<file path="config.mk">
export PLATFORM = sky130hd
export DESIGN_NAME = banked_regfile
export DESIGN_NICKNAME = d
export VERILOG_FILES = /design/src/rtl/banked_regfile_pkg.sv /design/src/rtl/banked_regfile_ctrl.sv /design/src/rtl/banked_regfile_dp.sv /design/src/rtl/banked_regfile.sv
export SDC_FILE = /design/constraint.sdc
export NUM_CORES = 2
export LEC_CHECK = 0
export ABC_AREA = 0
export BUFFER_PORTS_ARGS = -buffer_cell sky130_fd_sc_hd__buf_2
export CELL_PAD_IN_SITES_DETAIL_PLACEMENT = 1
export CELL_PAD_IN_SITES_GLOBAL_PLACEMENT = 1
export CORE_UTILIZATION = 45
export CTS_CLUSTER_DIAMETER = 120
export DETAILED_ROUTE_END_ITERATION = 8
export GPL_ROUTABILITY_DRIVEN = 1
export GPL_TIMING_DRIVEN = 0
export MAX_ROUTING_LAYER = met4
export PLACE_DENSITY = 0.79
export SLEW_MARGIN = 20
export SYNTH_ARGS = -nofsm -noshare
export SYNTH_HDL_FRONTEND = slang
export SYNTH_HIERARCHICAL = 1
export SYNTH_SLANG_ARGS = --single-unit
</file>
<file path="constraint.sdc">
create_clock -name clk -period 1.93 [get_ports clk]
set_input_delay 0.0965 -clock clk [delete_from_list [all_inputs] [get_ports clk]]
set_output_delay 0.0965 -clock clk [all_outputs]
set_load 0.005 [all_outputs]
</file>
<file path="src/rtl/banked_regfile_pkg.sv">
package banked_regfile_pkg;

  // Per-slot write strobes passed from control to datapath
  typedef struct packed {
    logic commit;  // store into own bank this edge
    logic reject;  // address was foreign; drop and flag
  } wrStrobe_t;

endpackage

</file>
<file path="src/rtl/banked_regfile_ctrl.sv">
module banked_regfile_ctrl
  import banked_regfile_pkg::*;
#(
  parameter int NUM_SLOTS = 2,
  parameter int OFF_W     = 4,
  parameter int BANK_W    = 1,
  localparam int ADDR_W   = OFF_W + BANK_W
) (
  input  logic                        clk,
  input  logic                        rst,
  input  logic [NUM_SLOTS-1:0]        wrEn,
  input  logic [NUM_SLOTS*ADDR_W-1:0] wrAddr,
  output wrStrobe_t                   strobe [NUM_SLOTS],
  output logic [OFF_W-1:0]            wrOff  [NUM_SLOTS],
  output logic [NUM_SLOTS-1:0]        badWrite
);

  for (genvar s = 0; s < NUM_SLOTS; s++) begin : g_slot
    logic [BANK_W-1:0] wrBank;
    logic              ownBank;

    assign wrBank   = wrAddr[s*ADDR_W+OFF_W +: BANK_W];
    assign wrOff[s] = wrAddr[s*ADDR_W +: OFF_W];
    assign ownBank  = (wrBank == BANK_W'(s));

    always_comb begin
      strobe[s].commit = wrEn[s] && ownBank;
      strobe[s].reject = wrEn[s] && !ownBank;
    end

    always_ff @(posedge clk) begin
      if (rst)                   badWrite[s] <= 1'b0;
      else if (strobe[s].reject) badWrite[s] <= 1'b1;
    end

    // once raised, the flag holds until reset
    p_sticky_r5: assert property (@(posedge clk) disable iff (rst)
      badWrite[s] |=> badWrite[s]);

    // an enabled write aimed at another bank raises the flag next cycle
    p_flag_on_foreign_r5: assert property (@(posedge clk) disable iff (rst)
      (wrEn[s] && (wrAddr[s*ADDR_W+OFF_W +: BANK_W] != BANK_W'(s))) |=> badWrite[s]);
  end

endmodule

</file>
<file path="src/rtl/banked_regfile_dp.sv">
module banked_regfile_dp
  import banked_regfile_pkg::*;
#(
  parameter int NUM_SLOTS     = 2,
  parameter int REGS_PER_BANK = 16,
  parameter int DATA_W        = 32,
  parameter int OFF_W         = 4,
  parameter int BANK_W        = 1,
  localparam int ADDR_W       = OFF_W + BANK_W
) (
  input  logic                        clk,
  input  logic                        rst,
  input  wrStrobe_t                   strobe [NUM_SLOTS],
  input  logic [OFF_W-1:0]            wrOff  [NUM_SLOTS],
  input  logic [NUM_SLOTS*DATA_W-1:0] wrData,
  input  logic [NUM_SLOTS*ADDR_W-1:0] rdAddrA,
  input  logic [NUM_SLOTS*ADDR_W-1:0] rdAddrB,
  output logic [NUM_SLOTS*DATA_W-1:0] rdDataA,
  output logic [NUM_SLOTS*DATA_W-1:0] rdDataB
);

  logic [DATA_W-1:0] bankMem [NUM_SLOTS][REGS_PER_BANK];
  // portB[b][s]: bank b serving slot s's operand B at slot s's offset
  logic [DATA_W-1:0] portB   [NUM_SLOTS][NUM_SLOTS];
  logic [DATA_W-1:0] dataB   [NUM_SLOTS];

  for (genvar b = 0; b < NUM_SLOTS; b++) begin : g_bank
    // single write port, owned by slot b
    always_ff @(posedge clk) begin
      if (rst) begin
        for (int i = 0; i < REGS_PER_BANK; i++) bankMem[b][i] <= '0;
      end else if (strobe[b].commit) begin
        bankMem[b][wrOff[b]] <= wrData[b*DATA_W +: DATA_W];
      end
    end

    // own-slot operand A: bank bits of the address are not looked at
    assign rdDataA[b*DATA_W +: DATA_W] = bankMem[b][rdAddrA[b*ADDR_W +: OFF_W]];

    // operand B ports: one per slot
    for (genvar s = 0; s < NUM_SLOTS; s++) begin : g_bport
      assign portB[b][s] = bankMem[b][rdAddrB[s*ADDR_W +: OFF_W]];
    end

    // a committed write is found at its offset on the next cycle
    p_commit_lands_r2: assert property (@(posedge clk) disable iff (rst)
      strobe[b].commit |=> bankMem[b][$past(wrOff[b])] == $past(wrData[b*DATA_W +: DATA_W]));

    // without a commit the addressed word keeps its value
    p_hold_r4: assert property (@(posedge clk) disable iff (rst)
      !strobe[b].commit |=> bankMem[b][$past(wrOff[b])] == $past(bankMem[b][wrOff[b]]));
  end

  // bank multiplexer for operand B
  for (genvar s = 0; s < NUM_SLOTS; s++) begin : g_bmux
    logic [BANK_W-1:0] selBank;
    assign selBank = rdAddrB[s*ADDR_W+OFF_W +: BANK_W];

    always_comb begin
      dataB[s] = '0;
      for (int b = 0; b < NUM_SLOTS; b++) begin
        if (selBank == BANK_W'(b)) dataB[s] = portB[b][s];
      end
    end

    assign rdDataB[s*DATA_W +: DATA_W] = dataB[s];
  end

endmodule

</file>
<file path="src/rtl/banked_regfile.sv">
module banked_regfile
  import banked_regfile_pkg::*;
#(
  parameter int NUM_SLOTS     = 2,
  parameter int REGS_PER_BANK = 16,
  parameter int DATA_W        = 32,
  localparam int OFF_W        = $clog2(REGS_PER_BANK),
  localparam int BANK_W       = $clog2(NUM_SLOTS),
  localparam int ADDR_W       = OFF_W + BANK_W
) (
  input  logic                        clk,
  input  logic                        rst,
  input  logic [NUM_SLOTS*ADDR_W-1:0] rdAddrA,
  input  logic [NUM_SLOTS*ADDR_W-1:0] rdAddrB,
  output logic [NUM_SLOTS*DATA_W-1:0] rdDataA,
  output logic [NUM_SLOTS*DATA_W-1:0] rdDataB,
  input  logic [NUM_SLOTS-1:0]        wrEn,
  input  logic [NUM_SLOTS*ADDR_W-1:0] wrAddr,
  input  logic [NUM_SLOTS*DATA_W-1:0] wrData,
  output logic [NUM_SLOTS-1:0]        badWrite
);

  wrStrobe_t        strobe [NUM_SLOTS];
  logic [OFF_W-1:0] wrOff  [NUM_SLOTS];

  banked_regfile_ctrl #(
    .NUM_SLOTS (NUM_SLOTS),
    .OFF_W     (OFF_W),
    .BANK_W    (BANK_W)
  ) u_ctrl (
    .clk      (clk),
    .rst      (rst),
    .wrEn     (wrEn),
    .wrAddr   (wrAddr),
    .strobe   (strobe),
    .wrOff    (wrOff),
    .badWrite (badWrite)
  );

  banked_regfile_dp #(
    .NUM_SLOTS     (NUM_SLOTS),
    .REGS_PER_BANK (REGS_PER_BANK),
    .DATA_W        (DATA_W),
    .OFF_W         (OFF_W),
    .BANK_W        (BANK_W)
  ) u_dp (
    .clk     (clk),
    .rst     (rst),
    .strobe  (strobe),
    .wrOff   (wrOff),
    .wrData  (wrData),
    .rdAddrA (rdAddrA),
    .rdAddrB (rdAddrB),
    .rdDataA (rdDataA),
    .rdDataB (rdDataB)
  );

endmodule

</file>
==> results.txt <==
syn_nets: 5115
Die X-Extent: 377.1 um
area occupied by multi-input gates: 31850 um2
first-pass GRT wire length: 432700 um
Fmax: 374.0 MHz
DRC violations left: 0
Initial DRC Count: 9336
Inserted Clock Buffers: 118
Die Y: 377.1 um
critical path type: reg -> out
number of nets still failing antenna checks after routing: 0
period utilisation layout: 138.5%
# IOs: 228
RSZ-0062 raised after global routing: true
total track usage: 46.07%
final WL: 328300 um
Cells after Synth: 5017
clk buf depth: 3
Num Clock Sinks: 1026
cell count after placement: 7105
Crit. End Element: output port
Via density: 7.088
Synth Cell Area: 63320 um2
clk_skew: 0 ps
Initial Util: 45.38%
ratio of cells with drive above 1 in the final layout: 26.85%
Worst-Skew Late Latency: 770 ps
vias post-DR: 55300
NumNets Final: 5897
critical path arrival: 2580 ps
CTS tree: yes
final setup fails: 931
num rows: 137
Final Hold Vio Count: 0
drt first pass iters: 6
area added between synthesis and finish: 20.82%
post-DR wirelength/cell: 42.09 um
Power, Total: 62170 uW
number of antenna violations at the first check in global routing: 29
Final Slew Violations: 0
Die Area: 142200 um2
Overflow after GRT: 0
maxcap violations: 0
fillers: 14180
failing checks: negative setup slack
Root Driver: clkbuf_16
TNS Setup: -124020 ps
Core Util, Final: 54.83%
PD cells: 812.7 nW/um2
vias in the first global route: 53910
P_leak: 0.03006 uW
slew margin rel.: 15.65%
Critical Path RT: 1830 ps
worst slew pin tran: 1265 ps
worst min path class: in -> reg
largest net degree at the start of global routing: 33
maximum VDD drop: 0.0007642 V
Final HPWL DP: 226700 um
syn avg cell area: 12.62 um2
Ys Warns: 6
Register Area: 30790 um2
GP Congestion: 1.046
PortBufs: 209
Setup WS post-layout: -743.9 ps
Final min period: 2674 ps
CP Max Fanout: 3
core footprint: 139500 um2
Startpoint Class: flip-flop
status: finished with violations
Reg clk slew, reported paths: 60 ps
H-tree depth: 3
post-route insts no fill: 7801
## registers in the layout, indices dropped and copies added (netlist names)
register,flops
u_dp/bankMem,1024
u_ctrl/badWrite,2
## area by class of cell
cell class | count | area share [%]
Timing Repair Buffer | 648 | 6.084
Antenna cell | 30 | 0.09813
Multi-Input combinational cell | 3512 | 41.63
Buffer | 493 | 3.711
Clock buffer | 143 | 4.122
Sequential cell | 1026 | 40.25
Clock inverter | 73 | 1.035
Tap cell | 1876 | 3.068
## worst max-delay path, stage by stage (launching register included)
cell	delay [ps]
edfxtp_1	400
mux2i_1	100
a22o_1	220
nor3_4	600
a31oi_1	140
nand3_2	180
buf_2	140
## layer usage
layer	vias to the layer above	wire [um]	GRT usage [%]
li1	20700	-	-
met1	28070	113800	55.58
met2	5178	135400	63.42
met3	1345	46490	13.93
met4	0	32650	37.70
met5	-	0	-
## power breakdown
group          switching (uW)  total, uW  internal [uW]
logic                    7470      11900           4420
registers                 978      26700          25800
clock network            9870      23500          13700
total                   18300      62200          43800
## layout by cell type (no fill, tap or decap), types with 4 or more instances in the layout
cell / count
nor2_2: 13
nand2b_1: 10
a22oi_1: 192
nand2_1: 198
nand3_1: 140
clkinvlp_4: 4
mux2i_1: 1023
clkbuf_2: 75
clkbuf_4: 46
a31oi_2: 20
clkinv_1: 25
or2_2: 13
mux4_2: 320
buf_4: 446
nor2_1: 15
clkbuf_1: 200
diode_2: 30
a31oi_4: 5
clkinv_2: 20
buf_6: 45
buf_2: 251
buf_1: 7
a22o_1: 128
nor3_2: 6
bufinv_16: 16
nor2b_1: 7
clkdlybuf4s15_2: 6
clkbuf_16: 123
edfxtp_1: 1024
a31oi_1: 39
a21oi_1: 193
clkinv_4: 5
or2_4: 35
nor3_4: 66
and2_1: 1026
dlygate4sd3_1: 77
nand3_2: 51
## what timing repair did
item | CTS | global route
gates resized for setup | 483 | 149
pin swaps | 66 | 82
buffers inserted | 283 | 78
cloned | 4 | 10
endpoints found under the setup margin | 810 | 965
hold buffers | 77 | 0
hold endpoints to repair | 390 | 0
## path summary, 6_finish.rpt
path | end | start | slack [ps] | cells past startpoint
setup / recovery | rdDataB[7] | u_dp/bankMem[0][391] | -740 | 6
hold / removal | u_dp/bankMem[0][352] | wrAddr[2] | 100 | 4
setup reg to reg | u_ctrl/badWrite[0] | u_ctrl/badWrite[0] | 220 | 4
hold reg to reg | u_ctrl/badWrite[1] | u_ctrl/badWrite[1] | 1040 | 2
## metrics by stage
step | setup slack [ps] | hold WS [ps] | area [um2]
2_1_floorplan | 165.1 | 168.9 | 63320
3_3_place_gp | -1847 | 337.9 | 66710
5_1_grt | -708.8 | 122.5 | 76480
4_1_cts | -632.7 | 87.65 | 75370
6_report | -743.9 | 101.4 | 76500
3_5_place_dp | -1567 | 367.1 | 66840
No activity file was read; power rests on OpenSTA's default activity.
